$ cat src/rtl/lane_pkg.sv
package lane_pkg;
    typedef enum logic [1:0] {
        SZ_BYTE = 2'b00,
        SZ_HALF = 2'b01,
        SZ_WORD = 2'b10,
        SZ_RSVD = 2'b11
    } acc_size_t;

    typedef enum logic {
        LD_IDLE = 1'b0,
        LD_EMIT = 1'b1
    } ld_state_t;
endpackage

$ cat src/rtl/access_check.sv
module access_check
    import lane_pkg::*;
#(
    parameter int OFF_W = 2
) (
    input  acc_size_t        size,
    input  logic [OFF_W-1:0] off,
    input  logic             sext,
    input  logic             is_load,
    output logic             misalign,
    output logic             illegal
);
    always_comb begin
        illegal  = (size == SZ_RSVD) || (is_load && sext && (size == SZ_BYTE));
        misalign = 1'b0;
        if (!illegal) begin
            unique case (size)
                SZ_HALF: misalign = off[0];
                SZ_WORD: misalign = |off;
                default: misalign = 1'b0;
            endcase
        end
    end
endmodule

$ cat src/rtl/store_steer.sv
module store_steer
    import lane_pkg::*;
#(
    parameter int DATA_W = 32
) (
    input  logic                         req,
    input  logic                         fault,
    input  acc_size_t                    size,
    input  logic [$clog2(DATA_W/8)-1:0]  off,
    input  logic [DATA_W-1:0]            data,
    output logic [DATA_W/8-1:0]          be,
    output logic [DATA_W-1:0]            wdata
);
    localparam int LANES = DATA_W / 8;
    localparam int OFF_W = $clog2(LANES);

    logic [OFF_W-1:0] half_base;
    assign half_base = {off[OFF_W-1:1], 1'b0};

    always_comb begin
        be = '0;
        unique case (size)
            SZ_BYTE: be = LANES'(1) << off;
            SZ_HALF: be = LANES'(2'b11) << half_base;
            SZ_WORD: be = '1;
            default: be = '0;
        endcase
        if (!req || fault) be = '0;
    end

    for (genvar i = 0; i < LANES; i++) begin : g_lane
        always_comb begin
            unique case (size)
                SZ_BYTE: wdata[8*i +: 8] = data[7:0];
                SZ_HALF: wdata[8*i +: 8] = data[8*(i%2) +: 8];
                default: wdata[8*i +: 8] = data[8*i +: 8];
            endcase
        end
    end
endmodule

$ cat src/rtl/load_extract.sv
module load_extract
    import lane_pkg::*;
#(
    parameter int DATA_W = 32
) (
    input  acc_size_t                    size,
    input  logic [$clog2(DATA_W/8)-1:0]  off,
    input  logic                         sext,
    input  logic [DATA_W-1:0]            rdata,
    output logic [DATA_W-1:0]            value
);
    localparam int OFF_W = $clog2(DATA_W / 8);

    logic [DATA_W-1:0] shifted;
    assign shifted = rdata >> {off, 3'b000};

    always_comb begin
        unique case (size)
            SZ_BYTE: value = {{(DATA_W-8){1'b0}}, shifted[7:0]};
            SZ_HALF: value = {{(DATA_W-16){sext & shifted[15]}}, shifted[15:0]};
            SZ_WORD: value = rdata;
            default: value = '0;
        endcase
    end
endmodule

$ cat src/rtl/lsu_lane_align.sv
module lsu_lane_align
    import lane_pkg::*;
#(
    parameter int DATA_W = 32
) (
    input  logic                         clk,
    input  logic                         rst_n,
    input  logic                         st_req_i,
    input  logic [1:0]                   st_size_i,
    input  logic [$clog2(DATA_W/8)-1:0]  st_addr_i,
    input  logic [DATA_W-1:0]            st_data_i,
    output logic [DATA_W-1:0]            st_wdata_o,
    output logic [DATA_W/8-1:0]          st_be_o,
    output logic                         st_trap_o,
    output logic                         st_illegal_o,
    input  logic                         ld_req_i,
    input  logic [1:0]                   ld_size_i,
    input  logic [$clog2(DATA_W/8)-1:0]  ld_addr_i,
    input  logic                         ld_sext_i,
    input  logic [DATA_W-1:0]            ld_rdata_i,
    output logic                         ld_valid_o,
    output logic [DATA_W-1:0]            ld_data_o,
    output logic                         ld_trap_o,
    output logic                         ld_illegal_o
);
    localparam int LANES = DATA_W / 8;

    acc_size_t st_size, ld_size;
    assign st_size = acc_size_t'(st_size_i);
    assign ld_size = acc_size_t'(ld_size_i);

    logic st_mis, st_ill, ld_mis, ld_ill;
    logic [DATA_W-1:0] ld_value;

    access_check #(.OFF_W($clog2(LANES))) u_st_chk (
        .size(st_size), .off(st_addr_i), .sext(1'b0), .is_load(1'b0),
        .misalign(st_mis), .illegal(st_ill)
    );

    access_check #(.OFF_W($clog2(LANES))) u_ld_chk (
        .size(ld_size), .off(ld_addr_i), .sext(ld_sext_i), .is_load(1'b1),
        .misalign(ld_mis), .illegal(ld_ill)
    );

    store_steer #(.DATA_W(DATA_W)) u_steer (
        .req(st_req_i), .fault(st_mis | st_ill), .size(st_size),
        .off(st_addr_i), .data(st_data_i), .be(st_be_o), .wdata(st_wdata_o)
    );

    assign st_trap_o    = st_req_i & st_mis;
    assign st_illegal_o = st_req_i & st_ill;

    load_extract #(.DATA_W(DATA_W)) u_extract (
        .size(ld_size), .off(ld_addr_i), .sext(ld_sext_i),
        .rdata(ld_rdata_i), .value(ld_value)
    );

    ld_state_t state, state_nxt;

    always_ff @(posedge clk or negedge rst_n) begin
        if (!rst_n) state <= LD_IDLE;
        else        state <= state_nxt;
    end

    always_comb begin
        unique case (state)
            LD_IDLE: state_nxt = ld_req_i ? LD_EMIT : LD_IDLE;
            LD_EMIT: state_nxt = ld_req_i ? LD_EMIT : LD_IDLE;
            default: state_nxt = LD_IDLE;
        endcase
    end

    assign ld_valid_o = (state == LD_EMIT);

    always_ff @(posedge clk or negedge rst_n) begin
        if (!rst_n) begin
            ld_data_o    <= '0;
            ld_trap_o    <= 1'b0;
            ld_illegal_o <= 1'b0;
        end else if (ld_req_i) begin
            ld_data_o    <= (ld_mis | ld_ill) ? '0 : ld_value;
            ld_trap_o    <= ld_mis;
            ld_illegal_o <= ld_ill;
        end
    end


    st_trap_no_be_chk: assert property (@(posedge clk) disable iff (!rst_n)
        st_trap_o |-> (st_be_o == '0));


    st_byte_onehot_chk: assert property (@(posedge clk) disable iff (!rst_n)
        (st_req_i && st_size_i == 2'b00) |-> ($countones(st_be_o) == 1));


    st_idle_quiet_chk: assert property (@(posedge clk) disable iff (!rst_n)
        !st_req_i |-> (st_be_o == '0 && !st_trap_o && !st_illegal_o));


    ld_valid_follow_chk: assert property (@(posedge clk) disable iff (!rst_n)
        ld_req_i |=> ld_valid_o);


    ld_valid_drop_chk: assert property (@(posedge clk) disable iff (!rst_n)
        !ld_req_i |=> (!ld_valid_o && $stable(ld_data_o)));


    ld_fault_zero_chk: assert property (@(posedge clk) disable iff (!rst_n)
        (ld_valid_o && (ld_trap_o || ld_illegal_o)) |-> (ld_data_o == '0));
endmodule

$ cat config.mk
export PLATFORM = sky130hd
export DESIGN_NAME = lsu_lane_align
export DESIGN_NICKNAME = d
export VERILOG_FILES = /design/src/rtl/lane_pkg.sv /design/src/rtl/access_check.sv /design/src/rtl/store_steer.sv /design/src/rtl/load_extract.sv /design/src/rtl/lsu_lane_align.sv
export SDC_FILE = /design/constraint.sdc
export NUM_CORES = 1
export LEC_CHECK = 0
export ABC_AREA = 1
export CAP_MARGIN = 30
export CORE_UTILIZATION = 40
export DETAILED_ROUTE_END_ITERATION = 8
export PLACE_DENSITY = 0.85
export SYNTH_ARGS = -nofsm -noshare
export SYNTH_HDL_FRONTEND = slang
export SYNTH_SLANG_ARGS = --single-unit
$ cat constraint.sdc
create_clock -name clk -period 2.1 [get_ports clk]
set_input_delay 0.42 -clock clk [delete_from_list [all_inputs] [get_ports clk]]
set_output_delay 0.42 -clock clk [all_outputs]
set_load 0.01 [all_outputs]
* Word-level counts from Yosys, hierarchy flattened
Cells that the tools add are included.
** Cells by class
- Add/subtract/negate cells :: 0
- $mul :: 0
- Divide/modulo/power cells :: 0
- Magnitude comparators :: 0
- Equal/unequal tests :: 6
- Shift operators :: 3
- Mux-type cells :: 12
- Bitwise logic cells :: 5
- Reductions and logical operators :: 9
** Operators with widths (number)
- $pmux W32 S3 :: 1
- $mux W32 :: 1
- $shr A32 B5 Y16 :: 1
- $mux W8 :: 2
- $pmux W8 S2 :: 1
- $pmux W4 S3 :: 1
- $eq A2 B2 Y1 const B :: 4
- $reduce_or A2 Y1 :: 3
- $eq A2 B1 Y1 const B :: 2
- $logic_not A2 Y1 :: 2
- $mux W4 :: 1
- $pmux W1 S2 :: 2
- $shl A1 B2 Y4 const A :: 1
- $shl A2 B2 Y4 const A :: 1
- $and A1 B1 Y1 :: 3
- $mux W1 :: 3
- $logic_or A1 B1 Y1 :: 2
- $or A1 B1 Y1 :: 2
- $logic_and A1 B1 Y1 :: 1
- $logic_not A1 Y1 :: 1
** Word-level totals
- Register bits after elaboration :: 35
- Bits in latches :: 0
- Memory bits (writable) :: 0
- Memory bits (read-only) :: 0
- Input bits :: 77
- Output and inout bits :: 73
- Logic and storage cells :: 39
- Memories :: 0

* Depth between registers and ports, before layout
- Depth after elaboration :: 6
- Depth in mapped cells :: 10
- Mapped depth without buffers :: 8

* Modules after synthesis
A second synthesis with hierarchy kept.
** Unflattened totals
- Cells, all modules :: 575
- Area total of the unflattened synthesis :: 3206.8 um^2
** By module, submodules not included
- lsu_lane_align :: instances 1, cells each 220, area each 1641.6 um^2, sequential area each 875.8 um^2
- load_extract :: instances 1, cells each 205, area each 863.3 um^2, sequential area each 0.0 um^2
- store_steer :: instances 1, cells each 116, area each 496.7 um^2, sequential area each 0.0 um^2
- access_check :: instances 2, cells each 17, area each 102.6 um^2, sequential area each 0.0 um^2

* Worst setup path after synthesis
Ideal clock, no wire load.
- Kind :: input port to output port
- From :: input st_size_i[0]
- To :: output st_wdata_o[28]
- Arrival :: 1384 ps
- Required time :: 1680 ps
- Slack :: 296 ps
- Cell stages on the path :: 6
- Buffers on the path :: 1
- Cell sequence :: inv_1 -> ha_1 -> nor2_1 -> buf_2 -> nand2_1 -> o211ai_1
** On the way
- Longest elaborated chain between the ends :: 2
- Elaborated cells on any way between the ends :: 3
- Those cells by class :: 1 x eq/ne; 1 x mux; 1 x reduce/logical
** RTL lines
- start, declared :: RTL line lsu_lane_align.sv:9 : input logic [1:0] st_size_i,
- $eq A2 B1 Y1 or $logic_not A2 Y1 (tied branches) :: RTL line store_steer.sv:33 : unique case (size)
- $pmux W8 S2 (*) :: RTL line store_steer.sv:33
- end, declared :: RTL line lsu_lane_align.sv:12 : output logic [DATA_W-1:0] st_wdata_o,
Every way passes the cells marked *; elsewhere a longest branch is shown, timed or not.

* Final worst setup path
- From :: input st_data_i[4]
- To :: output st_wdata_o[4]
** RTL lines
- start, declared :: RTL line lsu_lane_align.sv:11 : input logic [DATA_W-1:0] st_data_i,
No word-level cell between the ends.

==> flow_summary.yaml <==
timing:
  relSlewSlack: 0.711
  fin_crit_ps: 2010
  skew_ps: 0
  finalHoldViolCount: 0
  fmax_mhz: 497
  worst_pin_slew_ps: 434
  final-max-slew-violation-count: 0
  rsz0062_at_grt: "false"
  setup_viol: 0
  fin_crit_sh: 0.959
yosys:
  syn_area_sq_mm: 0.00282
  ys_top_cells_by_count: "256 x nand2_1, 43 x inv_1, 35 x dfrtp_1"
  syn_inst: 466
  yosysUniqueCellTypes: 24
  ys_seq_area_frac: 0.311
  synth_nets: 552
  ys_async_sr_fraction: 1.00
  synth.most_common_cell: "nand2_1"
  synth_top_area_cell: "nand2_1"
  yosysTopAreaCellShare: 0.341
  synth_enable_flop_cells: 0
  yosys_warnings: 0
  synth.area.top_cells: "nand2_1 34%, dfrtp_1 31%, o21ai_0 5.9%, inv_1 5.7%, ha_1 4.0%"
  syn_area_per_cell_sq_um: 6.05
  synth_flop_cell: "dfrtp_1"
  ys_ff_latch: 35
critical_path:
  critical_path.slowest_cell: "clkdlybuf4s50_1"
  rr_startpoint: "ld_trap_o"
  critPathMaxStageDelay_ps: 520
  crit_buf_inv: 3
  r2r_end: "ld_trap_o"
  rrSetupSlack_ps: 1440
  crit_path_end_kind: "primary output"
  startpoint: "st_data_i[4]"
  reg2regPathDepth: 2
  critPathKind: "input port to primary output"
  cp-endpoint: "st_wdata_o[4]"
  cp-start-kind: "input port"
  worstPathMaxFanout: 2
  cp.depth: 3
  cp.arrival_ps: 1590
  worstPathRequired_ps: 1680
  crit_family: "buffers and inverters"
  critPathMostFrequentCell: "clkdlybuf4s50_1"
  worstPathCellList: "clkdlybuf4s50_1 > buf_4 > clkdlybuf4s50_1"
layout:
  area_growth_pct: 63.4
  drive_gt1_frac: 0.145
  fin_nets: 712
  insertedDiodeCount: 0
  fillers: 571
  finish.utilization: 0.678
  postLayoutCellArea_sq_mm: 0.00460
power:
  p_leak_nw: 2.49
  p_per_area_mw_per_mm2: 495
  ir_drop_uv: 361
die:
  coreArea_sq_mm: 0.00679
  initial_utilization: 0.415
  ioPinCount: 150
  rows: 30
  die-area_sq_mm: 0.00738
  die-width_um: 85.9
  die_h_um: 85.9
worst_hold_path:
  min-delay-start: "ld_data_o[17]"
  holdCritPathClass: "flip-flop to flip-flop"
placed_design:
  gp_congestion: 0.985
  postPlaceCellArea_sq_mm: 0.00446
  hpwlAfterDp_mm: 7.42
  place.port_buffers: 149
detailed_routing:
  first_pass_iters: 7
  drc: 0
  routed_via_density: 4.82
  wl_per_cell_um: 13.7
  drtAntennaViolNets: 0
  dr_total_vias: 3483
  wl_mm: 9.90
  drt_iter0_markers: 254
global_route:
  grt_antenna_before_repair: 0
  grt_pass1_wl_mm: 15.9
  grt_overflow: 0
  grt_pass1_vias: 3395
  track_usage: 0.270
  grt_max_degree: 36
cts:
  cts.root.buffer_cell: "clkbuf_8"
  cts_inserted_buffers: 5
  cts_buffer_depth: 2
  clkTransAtPathRegs_ps: 80
  cts_sinks: 35
  tritoncts: "built"
  clk_latency_ps: 290
  ctsHtreeMaxLevel: 2
run:
  drv_cap: 0
outcome:
  status: "finished, final reports clean"
==> logic make-up (layout without fill, tap and decap cells) <==
kind of cell | count (synthesis) | in the layout | synth area share
AOI/OAI and AO/OA | 50 | 50 | 0.103
DFF | 35 | 35 | 0.311
and+or+nand+nor | 295 | 295 | 0.413
buffers and inverters | 77 | 238 | 0.133
adders and majority gates | 9 | 9 | 0.0400
==> worst min-delay path, cell delays in order, from the launching register on <==
cell	delay, ps
dfrtp_1	350
nand2_1	50
nand2_1	50
==> area by class of cell <==
type | instances | area (sq um) | area share
clock buffer | 5 | 68.8 | 0.0149
clock inverter | 3 | 67.6 | 0.0147
inverter | 45 | 175 | 0.0381
multi-input combinational | 354 | 1610 | 0.350
sequential | 35 | 876 | 0.190
tap | 96 | 120 | 0.0261
timing repair buffer | 185 | 1680 | 0.366
==> state kept, by name, indices dropped and copies added (netlist names) <==
register,flops
ld_data_o,32
ld_illegal_o,1
ld_trap_o,1
ld_valid_o,1
==> report_power, final <==
group | switching [W] | internal (W) | leakage (nW)
Sequential | 0.0000245 | 0.000717 | 0.473
Combinational | 0.000396 | 0.000409 | 1.95
Clock | 0.000260 | 0.000474 | 0.0644
Total | 0.000680 | 0.00160 | 2.49
==> layer usage <==
layer,GRT usage,up-vias,part of all wire
met5,0,-,0
met4,0.0909,0,0.021
met3,0.0356,19,0.044
met2,0.465,127,0.50
met1,0.347,1591,0.44
li1,-,1746,-
==> worst min path at each step <==
stage | end | cells past startpoint
2_1_floorplan | ld_data_o[0] | 0
3_3_place_gp | ld_data_o[22] | 2
3_5_place_dp | ld_data_o[19] | 2
4_1_cts | ld_data_o[19] | 2
5_1_grt | ld_data_o[25] | 2
6_report | ld_data_o[17] | 2
==> through the flow <==
stage / instances / power [W] / worst slack [ps] / setup TNS [ps] / hold WS, ps
after floorplan: 466 / 0.00109 / 296 / 0 / 124
after global placement: 707 / 0.00154 / -554 / -14830 / 461
after detailed placement: 707 / 0.00156 / -658 / -17000 / 464
after CTS: 723 / 0.00228 / -1.84 / -1.84 / 484
after global routing: 723 / 0.00239 / 59.3 / 0 / 504
final: 723 / 0.00228 / 86.5 / 0 / 480
==> timing repair <==
| action | in CTS | in global routing |
|---|---|---|
| resized for setup | 118 | 14 |
| cloned | 1 | 0 |
| hold buffers | 0 | 0 |
| endpoints found under the setup margin | 30 | 23 |
| pin swaps | 5 | 5 |
| buffers inserted | 7 | 0 |
==> cell usage in the layout, fill, tap and decap left out, types with 3 or more instances in the layout <==
cell type,netlist,final
a31oi_1,4,3
buf_2,8,22
buf_4,10,30
buf_6,5,4
clkbuf_8,0,5
clkdlybuf4s50_1,0,116
dfrtp_1,35,35
dlygate4sd2_1,0,4
ha_1,9,6
inv_1,43,38
inv_2,2,5
nand2_1,256,256
nand3_1,16,16
nor2_1,16,15
o211ai_1,9,9
o21ai_0,33,31
Note: power is estimated with default switching activity, not from simulation.
